===== src/rtl/pdm_cmd_pkg.sv =====
package pdm_cmd_pkg;

   typedef enum logic {
      KIND_SETTING = 1'b0,
      KIND_HOLD    = 1'b1
   } cmd_kind_e;

   function automatic int idx_width(input int n);
      return (n > 1) ? $clog2(n) : 1;
   endfunction

endpackage


===== src/rtl/pdm_edge_sampler.sv =====
module pdm_edge_sampler #(
   parameter int SYNC_STAGES = 2
) (
   input  logic clk,
   input  logic rst_n,
   input  logic pdm_clk,
   input  logic pdm_dat,
   input  logic chan_sel,
   output logic bit_vld,
   output logic bit_val
);

   // each stage holds {clock, data} so both lines see equal delay
   logic [SYNC_STAGES-1:0][1:0] sync_q;
   logic                        clk_prev_q;
   logic                        clk_cur;
   logic                        rise_seen;
   logic                        fall_seen;

   always_ff @(posedge clk or negedge rst_n) begin
      if (!rst_n) begin
         sync_q     <= '0;
         clk_prev_q <= 1'b0;
      end else begin
         sync_q     <= {sync_q[SYNC_STAGES-2:0], {pdm_clk, pdm_dat}};
         clk_prev_q <= sync_q[SYNC_STAGES-1][1];
      end
   end

   assign clk_cur   = sync_q[SYNC_STAGES-1][1];
   assign rise_seen = clk_cur & ~clk_prev_q;
   assign fall_seen = ~clk_cur & clk_prev_q;

   always_ff @(posedge clk or negedge rst_n) begin
      if (!rst_n) begin
         bit_vld <= 1'b0;
         bit_val <= 1'b0;
      end else begin
         bit_vld <= chan_sel ? fall_seen : rise_seen;
         bit_val <= sync_q[SYNC_STAGES-1][0];
      end
   end

endmodule


===== src/rtl/pdm_bit_window.sv =====
module pdm_bit_window #(
   parameter int CODE_W = 8
) (
   input  logic              clk,
   input  logic              rst_n,
   input  logic              bit_vld,
   input  logic              bit_val,
   output logic [CODE_W-1:0] win_next
);

   logic [CODE_W-1:0] win_q;

   // newest bit enters at the LSB, so the oldest bit of a byte ends at the MSB
   assign win_next = {win_q[CODE_W-2:0], bit_val};

   always_ff @(posedge clk or negedge rst_n) begin
      if (!rst_n)       win_q <= '0;
      else if (bit_vld) win_q <= win_next;
   end

endmodule


===== src/rtl/pdm_code_matcher.sv =====
module pdm_code_matcher #(
   parameter int                         CODE_W    = 8,
   parameter int                         NUM_CMDS  = 4,
   parameter logic [NUM_CMDS*CODE_W-1:0] CMD_CODES = '0,
   localparam int                        IDX_W     = pdm_cmd_pkg::idx_width(NUM_CMDS)
) (
   input  logic [CODE_W-1:0]   win,
   output logic [NUM_CMDS-1:0] hits,
   output logic                any_hit,
   output logic [IDX_W-1:0]    first_idx
);

   for (genvar k = 0; k < NUM_CMDS; k++) begin : g_cmp
      assign hits[k] = (win == CMD_CODES[k*CODE_W +: CODE_W]);
   end

   assign any_hit = |hits;

   // descending scan leaves the lowest matching index in place
   always_comb begin
      first_idx = '0;
      for (int k = NUM_CMDS - 1; k >= 0; k--) begin
         if (hits[k]) first_idx = IDX_W'(k);
      end
   end

endmodule


===== src/rtl/pdm_run_tracker.sv =====
module pdm_run_tracker
   import pdm_cmd_pkg::*;
#(
   parameter int                         CODE_W    = 8,
   parameter int                         NUM_CMDS  = 4,
   parameter int                         REPEATS   = 128,
   parameter logic [NUM_CMDS*CODE_W-1:0] CMD_CODES = '0,
   parameter logic [NUM_CMDS-1:0]        HOLD_MASK = '0,
   localparam int                        IDX_W     = idx_width(NUM_CMDS),
   localparam int                        PH_W      = $clog2(CODE_W),
   localparam int                        RUN_W     = $clog2(REPEATS + 1)
) (
   input  logic                clk,
   input  logic                rst_n,
   input  logic                bit_vld,
   input  logic [NUM_CMDS-1:0] hits,
   input  logic                any_hit,
   input  logic [IDX_W-1:0]    first_idx,
   output logic [NUM_CMDS-1:0] hold_act,
   output logic                cmd_pulse,
   output logic [CODE_W-1:0]   cmd_code
);

   localparam logic [RUN_W-1:0] RUN_FULL = RUN_W'(REPEATS);
   localparam logic [RUN_W-1:0] RUN_LAST = RUN_W'(REPEATS - 1);
   localparam logic [PH_W-1:0]  PH_END   = PH_W'(CODE_W - 1);

   logic              locked_q, locked_d;
   logic [IDX_W-1:0]  idx_q, idx_d;
   logic [PH_W-1:0]   phase_q, phase_d;
   logic [RUN_W-1:0]  run_q, run_d;
   logic              pulse_d;
   logic [CODE_W-1:0] code_q, code_d;
   cmd_kind_e         cur_kind;

   assign cur_kind = HOLD_MASK[idx_q] ? KIND_HOLD : KIND_SETTING;

   always_comb begin
      locked_d = locked_q;
      idx_d    = idx_q;
      phase_d  = phase_q;
      run_d    = run_q;
      pulse_d  = 1'b0;
      code_d   = code_q;
      if (bit_vld) begin
         if (locked_q && (phase_q != PH_END)) begin
            phase_d = phase_q + 1'b1;
         end else begin
            phase_d = '0;
            if (locked_q && hits[idx_q]) begin
               if (run_q != RUN_FULL) run_d = run_q + 1'b1;
               if ((run_q == RUN_LAST) && (cur_kind == KIND_SETTING)) begin
                  pulse_d = 1'b1;
                  code_d  = CMD_CODES[int'(idx_q)*CODE_W +: CODE_W];
               end
            end else if (any_hit) begin
               locked_d = 1'b1;
               idx_d    = first_idx;
               run_d    = RUN_W'(1);
            end else begin
               locked_d = 1'b0;
               run_d    = '0;
            end
         end
      end
   end

   always_ff @(posedge clk or negedge rst_n) begin
      if (!rst_n) begin
         locked_q  <= 1'b0;
         idx_q     <= '0;
         phase_q   <= '0;
         run_q     <= '0;
         cmd_pulse <= 1'b0;
         code_q    <= '0;
      end else begin
         locked_q  <= locked_d;
         idx_q     <= idx_d;
         phase_q   <= phase_d;
         run_q     <= run_d;
         cmd_pulse <= pulse_d;
         code_q    <= code_d;
      end
   end

   assign cmd_code = code_q;

   for (genvar k = 0; k < NUM_CMDS; k++) begin : g_hold
      if (HOLD_MASK[k]) begin : g_level
         assign hold_act[k] = locked_q && (run_q == RUN_FULL) && (idx_q == IDX_W'(k));
      end else begin : g_none
         assign hold_act[k] = 1'b0;
      end
   end

endmodule


===== src/rtl/pdm_cmd_detect.sv =====
module pdm_cmd_detect #(
   parameter int                         CODE_W      = 8,
   parameter int                         NUM_CMDS    = 4,
   parameter int                         REPEATS     = 128,
   parameter int                         SYNC_STAGES = 2,
   parameter logic [NUM_CMDS*CODE_W-1:0] CMD_CODES   = {8'hA3, 8'h5A, 8'h0F, 8'h66},
   parameter logic [NUM_CMDS-1:0]        HOLD_MASK   = 4'b0011,
   localparam int                        IDX_W       = pdm_cmd_pkg::idx_width(NUM_CMDS)
) (
   input  logic                clk,
   input  logic                rst_n,
   input  logic                pdm_clk,
   input  logic                pdm_dat,
   input  logic                chan_sel,
   output logic [NUM_CMDS-1:0] hold_act,
   output logic                cmd_pulse,
   output logic [CODE_W-1:0]   cmd_code
);

   if (CODE_W < 2)      begin : g_bad_w   $error("CODE_W must be at least 2");      end
   if (NUM_CMDS < 1)    begin : g_bad_n   $error("NUM_CMDS must be at least 1");    end
   if (REPEATS < 2)     begin : g_bad_r   $error("REPEATS must be at least 2");     end
   if (SYNC_STAGES < 2) begin : g_bad_s   $error("SYNC_STAGES must be at least 2"); end

   logic                smp_vld;
   logic                smp_val;
   logic [CODE_W-1:0]   win_next;
   logic [NUM_CMDS-1:0] hits;
   logic                any_hit;
   logic [IDX_W-1:0]    first_idx;

   pdm_edge_sampler #(
      .SYNC_STAGES (SYNC_STAGES)
   ) u_sampler (
      .clk      (clk),
      .rst_n    (rst_n),
      .pdm_clk  (pdm_clk),
      .pdm_dat  (pdm_dat),
      .chan_sel (chan_sel),
      .bit_vld  (smp_vld),
      .bit_val  (smp_val)
   );

   pdm_bit_window #(
      .CODE_W (CODE_W)
   ) u_window (
      .clk      (clk),
      .rst_n    (rst_n),
      .bit_vld  (smp_vld),
      .bit_val  (smp_val),
      .win_next (win_next)
   );

   pdm_code_matcher #(
      .CODE_W    (CODE_W),
      .NUM_CMDS  (NUM_CMDS),
      .CMD_CODES (CMD_CODES)
   ) u_matcher (
      .win       (win_next),
      .hits      (hits),
      .any_hit   (any_hit),
      .first_idx (first_idx)
   );

   pdm_run_tracker #(
      .CODE_W    (CODE_W),
      .NUM_CMDS  (NUM_CMDS),
      .REPEATS   (REPEATS),
      .CMD_CODES (CMD_CODES),
      .HOLD_MASK (HOLD_MASK)
   ) u_tracker (
      .clk       (clk),
      .rst_n     (rst_n),
      .bit_vld   (smp_vld),
      .hits      (hits),
      .any_hit   (any_hit),
      .first_idx (first_idx),
      .hold_act  (hold_act),
      .cmd_pulse (cmd_pulse),
      .cmd_code  (cmd_code)
   );

endmodule


===== config.mk =====
export PLATFORM = sky130hd
export DESIGN_NAME = pdm_cmd_detect
export DESIGN_NICKNAME = d
export VERILOG_FILES = /design/src/rtl/pdm_cmd_pkg.sv /design/src/rtl/pdm_edge_sampler.sv /design/src/rtl/pdm_bit_window.sv /design/src/rtl/pdm_code_matcher.sv /design/src/rtl/pdm_run_tracker.sv /design/src/rtl/pdm_cmd_detect.sv
export SDC_FILE = /design/constraint.sdc
export NUM_CORES = 1
export LEC_CHECK = 0
export BUFFER_PORTS_ARGS = -buffer_cell sky130_fd_sc_hd__buf_4
export CORE_ASPECT_RATIO = 1.25
export CORE_MARGIN = 2
export CORE_UTILIZATION = 40
export DETAILED_ROUTE_END_ITERATION = 12
export GPL_TIMING_DRIVEN = 0
export SETUP_SLACK_MARGIN = 0.2
export SKIP_LAST_GASP = 1
export SLEW_MARGIN = 10
export SYNTH_ARGS = -nofsm -noshare
export SYNTH_HDL_FRONTEND = slang
export SYNTH_SLANG_ARGS = --single-unit
export TNS_END_PERCENT = 20

===== constraint.sdc =====
create_clock -name clk -period 1.9 [get_ports clk]
set_input_delay 0.285 -clock clk [delete_from_list [all_inputs] [get_ports clk]]
set_output_delay 0.285 -clock clk [all_outputs]
set_load 0.05 [all_outputs]

== After elaboration in Yosys (flattened, before gate mapping) ==
Cells that the tools add are included.
Word-level totals
  flip-flop bits (word level): 37
  output and inout port bits: 13
  input bits: 5
Operators by class
  eq/ne operators: 10
  bitwise operators: 7
  order comparisons: 1
  reductions and logical operators: 12
  shifts and indexed selects: 1
  add/subtract/negate cells: 2
  mux-type cells: 19
Operators by type and width (count)
  $shiftx A32 B6 Y8 const A: 1
  $eq A8 B7 Y1 const B: 3
  $eq A8 B8 Y1 const B: 2
  $mux W8: 2
  $mux W1: 10
  $add A8 B1 Y8 const B: 1
  $eq A8 B4 Y1 const B: 1
  $mux W2: 4
  $ne A8 B8 Y1 const B: 1
  $reduce_and A4 Y1: 2
  $logic_and A1 B1 Y1: 6
  $reduce_and A3 Y1: 2
  $not A1 Y1: 5
  $bmux W1 S2: 2
  $reduce_or A4 Y1: 1
  $add A3 B1 Y3 const B: 1
  $lt A2 B3 Y1 const B: 1
  $mux W3: 1
  $ne A3 B3 Y1 const B: 1
  $and A1 B1 Y1: 2
  $eq A2 B1 Y1 const B: 1
  $logic_not A2 Y1: 1
  $ne A2 B2 Y1 const B: 1

== Logic depth before layout (Yosys ltp) ==
  depth after elaboration: 9
  depth in mapped cells: 8

== By module ==
From an unflattened synthesis, not the netlist that was laid out.
Second synthesis, totals
  cells, all modules: 165
  area total of the unflattened synthesis: 1944.4 sq um
Modules (own cells, without submodules)
  pdm_run_tracker: cells each 123, area each 1328.8 sq um, instances 1
  pdm_bit_window: cells each 16, area each 299.0 sq um, instances 1
  pdm_edge_sampler: cells each 10, area each 197.7 sq um, instances 1
  pdm_code_matcher: cells each 16, area each 118.9 sq um, instances 1

== Least setup slack after synthesis ==
No wires, ideal clock.
  path kind: register to output
  start: reg u_tracker.run_q[6]
  end: out hold_act[0]
  path slack: -0.163 ns
  buffers on the path: 0
  cell stages (with the launch flop): 4
  arrival time: 1.778 ns
  data required time: 1.615 ns
  cells stage by stage: dfrtp_1 > or3_1 > nor4_1 > and3_1
Between the ends
  cells in the longest elaborated chain, start to end: 3
RTL lines
  from (decl): RTL line pdm_run_tracker.sv:31  | logic [RUN_W-1:0] run_q, run_d;
  from (signal assigned): RTL line pdm_run_tracker.sv:80  | run_q <= run_d;
  $eq A8 B8 Y1: RTL line pdm_run_tracker.sv:90  | assign hold_act[k] = locked_q && (run_q == RUN_FULL) && (idx_q == IDX_W'(k));
  $logic_and A1 B1 Y1 (2 in series): RTL line pdm_run_tracker.sv:90
  to (decl): RTL line pdm_cmd_detect.sv:15  | output logic [NUM_CMDS-1:0] hold_act,
Every way passes these cells.

== Worst setup path in the final report ==
  start: reg u_tracker.run_q[4]
  end: out hold_act[0]
Same word-level chain as after synthesis.

==> summary.md <==
| Metric | Value |
|---|---|
| DRC viols | `0` |
| Fin. Hold Viols | `0` |
| Largest net degree at the start of global routing | `38` |
| Clk_lat worst skew | `~0.29 ns` |
| Share of the synthesized area in the top cell type | `0.517` |
| Placement Cell Area | `0.00207 mm2` |
| CP required | `1.62 ns` |
| Max frequency | `a little over 500 MHz` |
| First-pass DRT Iterations | `4` |
| Clock transition at path regs | `0.08 ns` |
| Post-route cell area | `0.00263 mm2` |
| Via count | `1411` |
| Final Cycle Share | `1.04` |
| Routed vias/inst | `5.13` |
| Pleak | `1.17 nW` |
| HPWL Detailed | `about 2400 um` |
| Synthesized area | `0.00179 mm2` |
| Pwr Density | `994 mW/mm2` |
| Placed insts | `235` |
| Min Clock Period, post-route | `~2.0 ns` |
| IO Port Bufs | `15` |
| EDFF count, synth | `0` |
| Worst-case clock buffer depth | `2` |
| WP data arrival | `1.69 ns` |
| CP top delay family | `simple AND/OR/NAND/NOR gates` |
| Vias in the first global route | `roughly 1500` |
| Ports | `18` |
| Crit path buffers/inverters | `1` |
| Fin worst setup slack | `-0.0758 ns` |
| ANT nets after route | `0` |
| Ys flop type | `dfrtp_1` |
| MaxCap Viol Count | `0` |
| Reg power frac | `0.400` |
| Sw Ratio | `0.310` |
| Hold Slack | `0.0951 ns` |
| Initial antenna violation count | `0` |
| Starting density of the core | `0.411` |
| Die W | `between 60 and 70 um` |
| CP Capture Type | `output port` |
| Antenna Diode Count | `0` |
| Post-route setup TNS | `-0.151 ns` |
| First-pass GRT wire length | `6890 um` |
| Wire length per cell | `14.5 um` |
| Syn Area/Cell | `11.1 um2` |
| Internal | `1.80 mW` |
| Final setup fails | `3` |
| Final Instance Count excl. Fillers | `275` |
| CP Class | `reg -> out` |
| Biggest fanout along the worst timing path | `3` |
| Yosys top cell by area | `dfrtp_1` |
| DP Worst Slack | `-0.240 ns` |
| Die ar. | `0.00503 mm2` |
| Fill cells | `339` |
| Worst Skew | `0.00745 ns` |
| TritonCTS clock tree | `yes` |
| Critical-path top delay cell | `or3_4` |
| Die height | `just under 80 um` |
| Final wirelength | `3980 um` |
| Comb pwr share | `0.339` |
| Overall Global Routing Usage | `0.179` |
| Total grt overflow | `0` |
| Worst path max stage delay | `roughly 0.40 ns` |
| PnR Total Power | `2.61 mW` |
| Global placement routability congestion | `0.780` |
| Cell Chain, Critical Path | `or3_4 > nor4_4 > and3_4 > buf_8` |
| Clock network fraction of design power | `0.261` |
| RSZ-0062 raised after global routing | `yes` |
| #FFs+latches synth | `37` |
| Share of layout cells above drive strength 1 | `0.470` |
| Failing checks | `setup timing` |
| Net Switching | `around 0.8 mW` |
| Yosys warnings | `0` |
| Root Driver | `clkbuf_8` |
| Fin util | `0.603` |
| TritonCTS buffer count | `5` |
| Post-synth ARST share | `1.00` |
| H-Tree Level Count | `2` |
| Status | `complete, but fails checks` |
| Iter 0 DRT Violations | `57` |
| Synth Instances | `about 160` |
| Synth-to-layout area growth | `46.9%` |
| Hold WC Path Type | `in -> reg` |
| Startpoint Class | `register` |
| Multi-input logic area | `0.00103 mm2` |
| Peak VDD IR | `0.707 mV` |
| Yosys cell types | `34` |
| # nets final | `229` |
| Max-slew violations | `0` |
| FP Rows | `27` |
| Placeable Area | `0.00436 mm2` |
| Clk sinks | `37` |
| Register area share after synthesis | `0.517` |
| Area of all sequential standard cells | `933 um2` |
| Top post-synthesis cells by area | `dfrtp_1 (52%), ha_1 (5.6%), mux2_2 (4.4%)` |
## path summary, 6_finish.rpt
kind | startpoint | endpoint | slack (ns) | cells past startpoint
hold / removal | pdm_clk | u_sampler.sync_q[1] | 0.1 | 1
min in group asynchronous | rst_n | u_tracker.run_q[3] | 0.47 | 2
setup / recovery | u_tracker.run_q[4] | hold_act[0] | -0.08 | 4
hold reg to reg | u_sampler.sync_q[2] | u_sampler.bit_val | 0.36 | 0
max in group asynchronous | rst_n | u_tracker.idx_q[0] | 1.06 | 2
setup reg to reg | u_window.win_q[3] | u_tracker.cmd_code[7] | 0 | 6
## kinds of logic after synthesis
logic type | share of synthesized area
AOI/OAI and AO/OA | 0.110
adders and majority gates | 0.0559
buffers and inverters | 0.0378
DFF | 0.517
muxes | 0.0860
other | 0.00210
and+or+nand+nor | 0.191
## final cells by class
| class | count | share of cell area |
|---|---|---|
| clock buffer | 5 | 0.0262 |
| clock inverter | 3 | 0.0176 |
| inverter | 9 | 0.0129 |
| tap | 58 | 0.0276 |
| timing repair buffer | 47 | 0.148 |
| buffer | 7 | 0.0200 |
| multi-input combinational | 109 | 0.393 |
| sequential | 37 | 0.355 |
## power by group through the flow
stage | Sequential [mW] | Combinational (mW) | Clock, mW
floorplan | 1.05 | 0.386 | 0
global placement | 1.09 | 0.455 | 0
detailed placement | 1.09 | 0.471 | 0
CTS | 1.04 | 0.818 | 0.703
global route | 1.06 | 0.975 | 0.731
finish | 1.05 | 0.885 | 0.681
## cell usage in the layout (no fill, tap or decap), types with 5 or more instances in the layout
master	n
nand4bb_4	5
mux2_2	7
buf_4	40
dfrtp_2	6
or3_1	5
dfrtp_1	31
nor2_1	6
clkbuf_8	6
a21o_1	5
ha_1	7
nor3_4	5
nand2_1	13
buf_6	6
inv_1	6
## cell usage after synthesis (2+ instances only)
cell type	instances
nand2_1	15
nor2_1	7
o31ai_1	2
a211oi_1	6
dfrtp_1	37
o22ai_1	3
nor3_1	5
or2_1	2
mux2i_1	3
a21oi_1	3
nand3b_1	3
clkbuf_1	5
mux2_2	7
buf_4	2
inv_1	9
a21o_1	5
nand3_1	4
ha_1	8
o21ai_0	2
and3_1	3
or3_1	6
nand4bb_1	6
o21ai_1	2
mux2_1	4
a32o_1	2
nor4_1	2
## per-layer routing
| metal | track usage | share of wire | vias to the layer above |
|---|---|---|---|
| met4 | 0.0826 | 0.023 | 0 |
| met1 | 0.213 | 0.40 | 689 |
| met5 | 0 | 0 | - |
| met2 | 0.303 | 0.55 | 19 |
| li1 | - | - | 695 |
| met3 | 0.0425 | 0.025 | 8 |
## registers in the layout (all words and copies together) (netlist names), 2 cells and up
name and cells:
u_sampler.sync_q 3, u_tracker.cmd_code 8, u_tracker.idx_q 2, u_tracker.phase_q 3, u_tracker.run_q 8, u_window.win_q 7
## repair_timing
action	CTS	global route
resized for setup	37	17
hold buffers	1	0
gates cloned	1	0
hold endpoints to repair	37	0
setup buffers	26	4
setup endpoints to repair	21	21
pin swaps	14	3
Note: power is estimated with default switching activity, not from simulation.
